<file path="config.mk">
export PLATFORM = sky130hd
export DESIGN_NAME = irq_summary_agg
export DESIGN_NICKNAME = d
export VERILOG_FILES = /design/src/rtl/irq_summary_pkg.sv /design/src/rtl/masked_or.sv /design/src/rtl/summary_build.sv /design/src/rtl/reg_decode.sv /design/src/rtl/irq_summary_agg.sv
export SDC_FILE = /design/constraint.sdc
export NUM_CORES = 1
export LEC_CHECK = 0
export BUFFER_PORTS_ARGS = -buffer_cell sky130_fd_sc_hd__buf_2
export CAP_MARGIN = 20
export CELL_PAD_IN_SITES_DETAIL_PLACEMENT = 2
export CELL_PAD_IN_SITES_GLOBAL_PLACEMENT = 2
export CORE_MARGIN = 2
export CORE_UTILIZATION = 18
export CTS_BUF_LIST = sky130_fd_sc_hd__clkbuf_4
export DETAILED_ROUTE_END_ITERATION = 10
export GPL_TIMING_DRIVEN = 0
export PLACE_DENSITY = 0.87
export SLEW_MARGIN = 20
export SYNTH_ARGS = -nofsm -noshare
export SYNTH_HDL_FRONTEND = slang
export SYNTH_SLANG_ARGS = --single-unit
export TNS_END_PERCENT = 5
</file>
<file path="constraint.sdc">
create_clock -name clk -period 2.9 [get_ports clk]
set_clock_uncertainty 0.05 [all_clocks]
set_input_delay 0.29 -clock clk [delete_from_list [all_inputs] [get_ports clk]]
set_output_delay 0.29 -clock clk [all_outputs]
set_load 0.02 [all_outputs]
</file>
<file path="src/rtl/irq_summary_pkg.sv">
package irq_summary_pkg;
    localparam int DATA_W = 8;
    localparam int ADDR_W = 8;

    localparam logic [ADDR_W-1:0] ADDR_SUMMARY = 8'h08;
    localparam logic [ADDR_W-1:0] ADDR_SUM_EN  = 8'h09;

    localparam int BIT_CNT_SAT = 1;
    localparam int BIT_BERT    = 2;
    localparam int BIT_HDLC    = 3;
    localparam int BIT_FEAC    = 4;
    localparam int BIT_FRM     = 5;
    localparam int BIT_TX_LOSS = 6;
    localparam int BIT_RX_LOSS = 7;
    localparam int NUM_SUB     = 4;

    typedef struct packed {
        logic [DATA_W-1:0] sum_en;
        logic [DATA_W-1:0] rdata;
        logic              irq;
    } agg_state_t;
endpackage

</file>
<file path="src/rtl/masked_or.sv">
module masked_or #(
    parameter int WIDTH = 8,
    parameter int USED  = 8
) (
    input  logic [WIDTH-1:0] stat,
    input  logic [WIDTH-1:0] en,
    output logic             hit
);
    localparam int EFF = (USED > WIDTH) ? WIDTH : USED;

    logic [WIDTH-1:0] keep;
    logic [WIDTH-1:0] pair;

    for (genvar i = 0; i < WIDTH; i++) begin : g_bit
        if (i < EFF) begin : g_on
            assign keep[i] = 1'b1;
        end else begin : g_off
            assign keep[i] = 1'b0;
        end
        assign pair[i] = stat[i] & en[i] & keep[i];
    end

    assign hit = |pair;
endmodule

</file>
<file path="src/rtl/summary_build.sv">
module summary_build
    import irq_summary_pkg::*;
#(
    parameter int BERT_BITS = 5,
    parameter int HDLC_BITS = 6,
    parameter int FEAC_BITS = 3,
    parameter int FRM_BITS  = 8
) (
    input  logic [NUM_SUB*DATA_W-1:0] sub_stat,
    input  logic [NUM_SUB*DATA_W-1:0] sub_en,
    input  logic                      cnt_sat,
    input  logic                      tx_clk_lost,
    input  logic                      rx_clk_lost,
    output logic [DATA_W-1:0]         summary
);
    localparam int USED [NUM_SUB] = '{BERT_BITS, HDLC_BITS, FEAC_BITS, FRM_BITS};

    logic [NUM_SUB-1:0] sub_hit;

    for (genvar s = 0; s < NUM_SUB; s++) begin : g_sub
        masked_or #(
            .WIDTH (DATA_W),
            .USED  (USED[s])
        ) u_or (
            .stat (sub_stat[s*DATA_W +: DATA_W]),
            .en   (sub_en[s*DATA_W +: DATA_W]),
            .hit  (sub_hit[s])
        );
    end

    always_comb begin
        summary              = '0;
        summary[BIT_CNT_SAT] = cnt_sat;
        summary[BIT_BERT]    = sub_hit[0];
        summary[BIT_HDLC]    = sub_hit[1];
        summary[BIT_FEAC]    = sub_hit[2];
        summary[BIT_FRM]     = sub_hit[3];
        summary[BIT_TX_LOSS] = tx_clk_lost;
        summary[BIT_RX_LOSS] = rx_clk_lost;
    end
endmodule

</file>
<file path="src/rtl/reg_decode.sv">
module reg_decode
    import irq_summary_pkg::*;
(
    input  logic [ADDR_W-1:0] addr,
    input  logic              wr,
    input  logic              rd,
    input  logic [DATA_W-1:0] wdata,
    input  logic [DATA_W-1:0] summary,
    input  logic [DATA_W-1:0] sum_en_q,
    output logic [DATA_W-1:0] sum_en_d,
    output logic [DATA_W-1:0] rdata_d
);
    always_comb begin
        sum_en_d = sum_en_q;
        if (wr && addr == ADDR_SUM_EN) begin
            sum_en_d = wdata;
        end

        rdata_d = '0;
        if (rd) begin
            unique case (addr)
                ADDR_SUMMARY: rdata_d = summary;
                ADDR_SUM_EN:  rdata_d = sum_en_q;
                default:      rdata_d = '0;
            endcase
        end
    end
endmodule

</file>
<file path="src/rtl/irq_summary_agg.sv">
module irq_summary_agg
    import irq_summary_pkg::*;
#(
    parameter int BERT_BITS = 5,
    parameter int HDLC_BITS = 6,
    parameter int FEAC_BITS = 3,
    parameter int FRM_BITS  = 8
) (
    input  logic       clk,
    input  logic       rst_n,
    input  logic [7:0] bert_stat,
    input  logic [7:0] bert_en,
    input  logic [7:0] hdlc_stat,
    input  logic [7:0] hdlc_en,
    input  logic [7:0] feac_stat,
    input  logic [7:0] feac_en,
    input  logic [7:0] frm_stat,
    input  logic [7:0] frm_en,
    input  logic       cnt_sat,
    input  logic       tx_clk_lost,
    input  logic       rx_clk_lost,
    input  logic [7:0] reg_addr,
    input  logic       reg_wr,
    input  logic [7:0] reg_wdata,
    input  logic       reg_rd,
    output logic [7:0] reg_rdata,
    output logic [7:0] summary,
    output logic       irq
);
    agg_state_t state_d, state_q;

    logic [DATA_W-1:0] sum_en_d;
    logic [DATA_W-1:0] rdata_d;

    summary_build #(
        .BERT_BITS (BERT_BITS),
        .HDLC_BITS (HDLC_BITS),
        .FEAC_BITS (FEAC_BITS),
        .FRM_BITS  (FRM_BITS)
    ) u_sum (
        .sub_stat    ({frm_stat, feac_stat, hdlc_stat, bert_stat}),
        .sub_en      ({frm_en, feac_en, hdlc_en, bert_en}),
        .cnt_sat     (cnt_sat),
        .tx_clk_lost (tx_clk_lost),
        .rx_clk_lost (rx_clk_lost),
        .summary     (summary)
    );

    reg_decode u_regs (
        .addr     (reg_addr),
        .wr       (reg_wr),
        .rd       (reg_rd),
        .wdata    (reg_wdata),
        .summary  (summary),
        .sum_en_q (state_q.sum_en),
        .sum_en_d (sum_en_d),
        .rdata_d  (rdata_d)
    );

    always_comb begin
        state_d        = state_q;
        state_d.sum_en = sum_en_d;
        state_d.rdata  = rdata_d;
        state_d.irq    = |(summary & state_q.sum_en);
    end

    always_ff @(posedge clk) begin
        if (!rst_n) begin
            state_q <= '0;
        end else begin
            state_q <= state_d;
        end
    end

    assign reg_rdata = state_q.rdata;
    assign irq       = state_q.irq;
endmodule

</file>
==> reports/results.ini, run 1 <==
[global_route]
grt_max_degree=11
grt.busiest_layer=met2
gr-total-overflow=0
first_global_vias=1210
grt_first_pass_wirelength_um=5420
antenna_found_initial=0
met2_usage_pct=22.2
use_met1_pct=11.2
grt_util_met3_pct=4.35
track_usage_pct=11.3

[setup_path]
worstReg2RegStart=state_q[15]$_SDFFE_PN0P_
ff2ff_path_depth=4
crit_type=input pin to primary output
required_ns=2.56
cp-end-kind=primary output
cp-startpoint=bert_stat[1]
critPathMaxFanout=3
critPathLaunchType=input pin
arrival_ns=1.16

[synthesis]
syn_area_um2=955
synth_cells=107
synth_area_per_cell_um2=8.92
ys_types=22
yosysSeqAreaShare_pct=35.6
synthesis.nets=194
synth-seq-cells=17
yosys_warnings=0

[pwr]
power_uw=468
powerDensity_nw_per_um2=318
p_leak_nw=0.796
vdd_drop_max_mv=0.180

[timing]
fin_tns_setup_ns=0
rsz0062_at_grt=false
fmax_mhz=668
finalSetupViolations=0
finalHoldViolations=0
maxSlewViolCount=0
setup_ws_ns=1.40
finalWorstPathRequiredPeriod_ns=1.50
period_share_pct=51.6

[placed_design]
dp_cells=257
dpl-instance-area_um2=1440
place_congestion=0.677
port_buffers=80
dpl_worst_slack_ns=1.24
hpwlAfterDp_um=2850

[clock_network]
clkLatencyLatePin_ns=0.29
postCtsSetupBuffers=0
cts_buffer_depth=2
cts.htree.levels=1
path_clk_slew_ns=0.10
cts_sinks=17
tritoncts=yes
cts-resized-gates=0
cts_inserted_buffers=3
cts-root-buf=clkbuf_4
cts_hold_buf=0

[drt]
viasPerCell=4.30
dr.pass1.iters=4
ant_nets=0
first_iter_violations=29
routedWlPerCell_um=12.9
wirelength_um=3360
num_vias=1123
drc=0

[floorplan]
die_x_um=76.8
core_area_um2=5110
start_util_pct=18.7
ios=104
chipHeight_um=76.8
rows=26
die-area_um2=5900

[final_layout]
antenna_cells=0
final_area_um2=1470
nets=279
layout-drive-gt1-share_pct=55.5
layout_commonest_cell=buf_2
final_cell_mix=82 x buf_2, 17 x a22oi_1, 17 x dfxtp_1
final_cells=261
syn2layout_area_growth_pct=54.3

[run_status]
outcome=finished, final reports clean

[worst_hold_path]
hp-start=reg_wdata[0]
hp-class=input pin to register
whs_path_depth=2

[flow_run]
max_cap_viol_count=0

synth_stat cells (all sizes together):
master	count	area (um2)
nand2	12	45.0
a21boi	1	7.51
a41o	8	80.1
nor2	8	30.0
conb	1	3.75
inv	1	3.75
nand3	1	5.00
a221oi	1	8.76
nand4	1	6.26
clkbuf	3	11.3
nor4	1	12.5
dfxtp	17	340
and4	3	26.3
a222oi	2	20.0
a22oi	17	128
a21oi	8	40.0
and4b	1	10.0
buf	21	176
worst max-delay path: stages:
cell,delay (ns)
buf_2,0.10
a222oi_1,0.32
nand2_1,0.15
buf_4,0.15
buf_2,0.15
final timing paths:
check                                               end  slack, ns
worst max-delay path                         summary[2]       1.40
worst min-delay path            state_q[9]$_SDFFE_PN0P_       0.17
worst max register to register           irq$_SDFF_PN0_       1.70
worst min register to register  reg_rdata[0]$_SDFF_PN0_       0.49
routing by layer:
metal	share of wire (%)	vias up
li1	-	556
met1	37	525
met2	54	38
met3	7.8	4
met4	0.89	0
met5	0	-
cells by family (layout without fill, tap and decap cells):
group,after synthesis,count (layout),share of synthesized area (%)
DFF,17,17,35.6
and+or+nand+nor,27,27,14.2
other,1,1,0.393
buffers and inverters,25,109,20.1
AOI/OAI and AO/OA,37,37,29.8
area by class of cell:
class | count | area, um2
fill | 622 | 3630
multi-input combinational | 65 | 423
timing repair buffer | 80 | 400
sequential | 17 | 340
buffer | 24 | 188
tap | 70 | 87.6
clock buffer | 4 | 30.0
inverter | 1 | 3.75
stage by stage:
| stage | util (%) | hold slack, ns |
|---|---|---|
| final | 28.8 | 0.175 |
| after global routing | 28.8 | 0.163 |
| after CTS | 28.8 | 0.165 |
| after detailed placement | 28.2 | 0.464 |
| after global placement | 28.2 | 0.443 |
| after floorplan | - | 0.388 |
registers in the layout (all words and copies together), names as in the netlist:
signal and cells:
state_q 8, irq 1, reg_rdata 8
report_power, final:
part	switching [mW]	leakage [nW]	total, mW	internal (mW)
Clock	0.0711	0.0184	0.134	0.0628
Sequential	0.000144	0.137	0.234	0.233
Combinational	0.0466	0.641	0.100	0.0538
Total	0.118	0.796	0.468	0.350
No activity file was read; power rests on OpenSTA's default activity.
==> run 2: changes to the inputs <==
CORE_UTILIZATION = 16   (was 18)
PLACE_DENSITY = 0.79   (was 0.87)
clock period = 1.42 ns   (was 2.9 ns; I/O delays follow)
==> run 2 against run 1 <==
Net effect: via count increased by 0.27%; first-iteration DRC count increased by 17%; register-to-register slack lost 1.5 ns; final cell count up 1.9%; sequential power grew 100%; sequential share of layout area shrank 0.098 points.
==> reports/results.ini, run 2 (synthesis gave the netlist of run 1 again) <==
[run_status]
outcome=finished, final reports clean

[timing]
maxSlewViolCount=0  ; unchanged
period_share_pct=84.9
finalHoldViolations=0  ; unchanged
finalSetupViolations=0  ; unchanged
fmax_mhz=829
finalWorstPathRequiredPeriod_ns=1.21
setup_ws_ns=0.214  ; -1.19 ns
rsz0062_at_grt=false

[final_layout]
nets=279  ; unchanged
syn2layout_area_growth_pct=54.9
antenna_cells=0  ; unchanged
layout_commonest_cell=buf_2
final_util_pct=25.3  ; -3.6 points
layout-drive-gt1-share_pct=55.5  ; unchanged
fillers=707  ; +14%
final_cell_mix=82 x buf_2, 17 x a22oi_1, 17 x dfxtp_1

[global_route]
grt_util_met3_pct=2.56  ; -1.8 points
grt.busiest_layer=met2
gr-total-overflow=0  ; unchanged
grt_max_degree=11  ; unchanged
first_global_vias=1208  ; -0.17%
antenna_found_initial=0  ; unchanged
grt_first_pass_wirelength_um=5310  ; -2.2%
track_usage_pct=10.5  ; -0.81 points
met2_usage_pct=20.2  ; -2.0 points
use_met1_pct=10.3  ; -0.84 points

[floorplan]
start_util_pct=16.3  ; -2.4 points
rows=28  ; +7.7%
die-area_um2=6600  ; +12%
ios=104  ; unchanged
core_area_um2=5850  ; +15%
die_x_um=81.2  ; +5.8%
chipHeight_um=81.2  ; +5.8%

[clock_network]
cts_sinks=17  ; unchanged
postCtsSetupBuffers=0  ; unchanged
path_clk_slew_ns=0.10  ; about the same
cts-root-buf=clkbuf_4
cts_inserted_buffers=3  ; unchanged
cts_buffer_depth=2  ; unchanged
cts.htree.levels=1  ; unchanged
tritoncts=yes
cts-resized-gates=0  ; unchanged
cts_hold_buf=0  ; unchanged
clkLatencyLatePin_ns=0.30  ; about the same

[drt]
viasPerCell=4.23  ; -1.6%
dr.pass1.iters=4  ; unchanged
drc=0  ; unchanged
wirelength_um=3350  ; -0.30%
num_vias=1126  ; +0.27%
ant_nets=0  ; unchanged
routedWlPerCell_um=12.6  ; -2.2%
first_iter_violations=34  ; +17%

[setup_path]
worstReg2RegStart=state_q[15]$_SDFFE_PN0P_
required_ns=1.23  ; -1.33 ns
cp-end-kind=primary output
critPathLaunchType=input pin
cp-startpoint=bert_stat[1]
arrival_ns=1.01  ; -0.15 ns
crit_type=input pin to primary output
critPathMaxFanout=3  ; unchanged

[pwr]
vdd_drop_max_mv=0.211  ; +17%
powerDensity_nw_per_um2=661  ; +110%
p_leak_nw=0.796  ; unchanged

[flow_run]
max_cap_viol_count=0  ; unchanged

[placed_design]
hpwlAfterDp_um=2890  ; +1.2%
dpl_worst_slack_ns=-0.105  ; -1.34 ns
place_congestion=0.718  ; +6.1%
port_buffers=80  ; unchanged

[worst_hold_path]
hp-start=reg_wdata[2]
hp-class=input pin to register

-- run 2: cell counts in the layout (fill, tap and decap cells not counted) --
Identical to the previous run, type by type.
-- run 2: cell type report --
class	instances	area, um2	area share (%)
clock buffers	4	30.0	2.03
multi-input cells	65	423	28.6
well taps	75	93.8	6.35
flip-flops and latches	17	340	23.0
plain buffers	24	188	12.7
repair buffers	80	400	27.1
inverters	1	3.75	0.254
-- run 2: worst max-delay path, cell delays in order --
cell      delay [ns]
buf_2           0.10
a222oi_1        0.31
nand2_1         0.16
buf_4           0.16
buf_2           0.15
-- run 2: power breakdown --
part	switching [mW]	internal (mW)	total (mW)
sequential	0.000274	0.477	0.477
combinational	0.0963	0.110	0.206
clock	0.166	0.129	0.295
-- run 2: path summary, 6_finish.rpt --
path	endpoint	slack (ns)	cells past startpoint
min	state_q[11]$_SDFFE_PN0P_	0.02	2
max	summary[2]	0.21	5
min reg2reg	reg_rdata[0]$_SDFF_PN0_	0.45	1
max reg2reg	irq$_SDFF_PN0_	0.23	4
-- run 2: through the flow --
stage | total power, mW | area (um2) | std cells | hold slack [ns] | TNS, ns
2_1_floorplan | 0.576 | 955 | 107 | 0.240 | 0
3_3_place_gp | 0.691 | 1450 | 262 | 0.332 | -0.154
3_5_place_dp | 0.697 | 1450 | 262 | 0.334 | -0.211
4_1_cts | 0.999 | 1480 | 266 | 0.00274 | 0
5_1_grt | 1.04 | 1480 | 266 | 0.00486 | 0
6_report | 0.978 | 1480 | 266 | 0.0155 | 0
-- run 2: metal layers --
| layer | vias up | routed length [um] |
|---|---|---|
| met2 | 44 | 1750 |
| met4 | 0 | 99 |
| met3 | 9 | 270 |
| met5 | - | 0 |
| met1 | 520 | 1230 |
| li1 | 553 | - |
==> run 3: changes to the inputs <==
CORE_UTILIZATION = 15   (was 16)
PLACE_DENSITY = 0.78   (was 0.79)
clock period = 1.01 ns   (was 1.42 ns; I/O delays follow)
==> run 3 against run 2 <==
Net effect: the run now ends with negative setup slack left; combinational power up 69%; wire length up 4.8%; sequential share of layout area down 2.9 points; final cell count up 3.4%; flip-flop and latch count unchanged; register-to-register slack worse by 0.48 ns; largest cell class unchanged.
==> reports/results.ini, run 3 (synthesis gave the netlist of run 1 again) <==
[run_status]
outcome=complete, but fails checks
violations=negative setup slack

[final_layout]
seq_area_um2=342  ; +0.37%
final_cells=275  ; +3.4%
final_util_pct=27.2  ; +1.9 points
final_cell_mix=69 x buf_2, 18 x buf_4, 16 x dfxtp_1
nets=286  ; +2.5%
fillers=753  ; +6.5%
antenna_cells=0  ; unchanged
final_area_um2=1700  ; +15%
multiInputGateArea_um2=485  ; +15%
layout-drive-gt1-share_pct=61.1  ; +5.6 points
layout_commonest_cell=buf_2
syn2layout_area_growth_pct=77.6

[clock_network]
cts_inserted_buffers=3  ; unchanged
path_clk_slew_ns=0.10  ; about the same
cts-root-buf=clkbuf_4
cts_buffer_depth=2  ; unchanged
tritoncts=yes
clkLatencyLatePin_ns=0.29  ; about the same
cts.htree.levels=1  ; unchanged
cts_sinks=17  ; unchanged

[drt]
dr.pass1.iters=5  ; +1
num_vias=1151  ; +2.2%
drc=0  ; unchanged
wirelength_um=3510  ; +4.8%
viasPerCell=4.19  ; -1.1%
first_iter_violations=31  ; -8.8%
routedWlPerCell_um=12.8  ; +1.4%
ant_nets=0  ; unchanged

[timing]
maxSlewViolCount=0  ; unchanged
rsz0062_at_grt=true
setup_ws_ns=-0.252  ; -0.466 ns
period_share_pct=125
finalWorstPathRequiredPeriod_ns=1.26
whs_ns=0.00992  ; -0.00559 ns
finalHoldViolations=0  ; unchanged
finalSetupViolations=6  ; +6
fmax_mhz=792

[pwr]
powerDensity_nw_per_um2=837  ; +27%
vdd_drop_max_mv=0.325  ; +54%
power_mw=1.42  ; +45%
p_leak_nw=0.855  ; +7.4%

[floorplan]
ios=104  ; unchanged
die_x_um=83.8  ; +3.1%
rows=29  ; +3.6%
chipHeight_um=83.8  ; +3.1%
start_util_pct=15.3  ; -1.0 points
core_area_um2=6240  ; +6.7%
die-area_um2=7020  ; +6.3%

[setup_path]
arrival_ns=1.39  ; +0.38 ns
worstReg2RegStart=state_q[10]$_SDFFE_PN0P_
ff2ff_path_depth=4  ; unchanged
r2r_slack_ns=-0.25  ; -0.48 ns
critPathMaxFanout=2  ; -1
crit_type=register to register
critPathLaunchType=register
required_ns=1.13  ; -0.10 ns
r2r_end=irq$_SDFF_PN0_
cp-startpoint=state_q[10]$_SDFFE_PN0P_
critical_path.endpoint=irq$_SDFF_PN0_
cp-end-kind=register

[placed_design]
dp_cells=264  ; +0.76%
hpwlAfterDp_um=2930  ; +1.6%
dpl-instance-area_um2=1470  ; +1.3%
port_buffers=80  ; unchanged
place_congestion=0.735  ; +2.4%

[global_route]
antenna_found_initial=0  ; unchanged
grt_max_degree=11  ; unchanged
track_usage_pct=9.95  ; -0.55 points
grt_first_pass_wirelength_um=5750  ; +8.4%
gr-total-overflow=0  ; unchanged
first_global_vias=1280  ; +6.0%

[worst_hold_path]
hp-class=input pin to register

[flow_run]
max_cap_viol_count=0  ; unchanged

## run 3: changes by cell type in the layout (fill, tap and decap cells not counted), moves of 2 or more
cell           previous run  this run
buf_2                    82        69
buf_6                     1        13
clkbuf_1                  3         1
a21oi_2                   0         2
buf_4                    16        18
dlygate4sd3_1             0         6
a22oi_1                  17        10
a21oi_1                   8         6
a22oi_2                   0         7
## run 3: routing by layer
metal	share of wire (%)	GRT usage [%]
met4	0.60	2.20
met1	34	9.69
met2	60	20.8
met3	6.1	2.18
met5	0	0
## run 3: layout make-up
cell class,instances,area share (%)
buffer,24,11.5
clock buffer,4,1.77
inverter,1,0.221
multi-input combinational,65,28.6
sequential,17,20.1
tap,77,5.68
timing repair buffer,87,32.0
## run 3: worst min path at each step
stage / to / cells after the start / from / slack (ns)
after detailed placement: state_q[15]$_SDFFE_PN0P_ / 2 / reg_wdata[6] / 0.30
after global routing: state_q[11]$_SDFFE_PN0P_ / 2 / reg_wdata[2] / 0.02
after global placement: state_q[11]$_SDFFE_PN0P_ / 2 / reg_wdata[2] / 0.29
after CTS: state_q[9]$_SDFFE_PN0P_ / 2 / reg_wdata[0] / 0.002
after floorplan: reg_rdata[1]$_SDFF_PN0_ / 2 / cnt_sat / 0.20
final: state_q[14]$_SDFFE_PN0P_ / 2 / reg_wdata[5] / 0.01
## run 3: metrics by stage
step           setup TNS (ns)  setup WS [ns]
2_1_floorplan           -1.27         -0.186
3_3_place_gp            -5.65         -0.409
3_5_place_dp            -6.20         -0.433
4_1_cts                -0.754         -0.255
5_1_grt                 -1.41         -0.303
6_report               -0.541         -0.252
## run 3: what timing repair did
| item | CTS | global route |
|---|---|---|
| gates resized for setup | 28 | 11 |
| hold buffers | 3 | 3 |
| hold endpoints to repair | 3 | 3 |
| pin swaps | 6 | 5 |
| buffers inserted | 1 | 0 |
| setup endpoints to repair | 27 | 27 |
## run 3: critical path: stages (launching register included)
cell,delay (ns)
dfxtp_2,0.33
a222oi_1,0.34
inv_1,0.11
a221oi_2,0.21
a21boi_1,0.10
## run 3: power breakdown
part	switching (mW)	internal, mW	leakage (nW)
combinational	0.156	0.193	0.700
sequential	0.000417	0.671	0.137
clock	0.219	0.180	0.0184
total	0.375	1.04	0.855
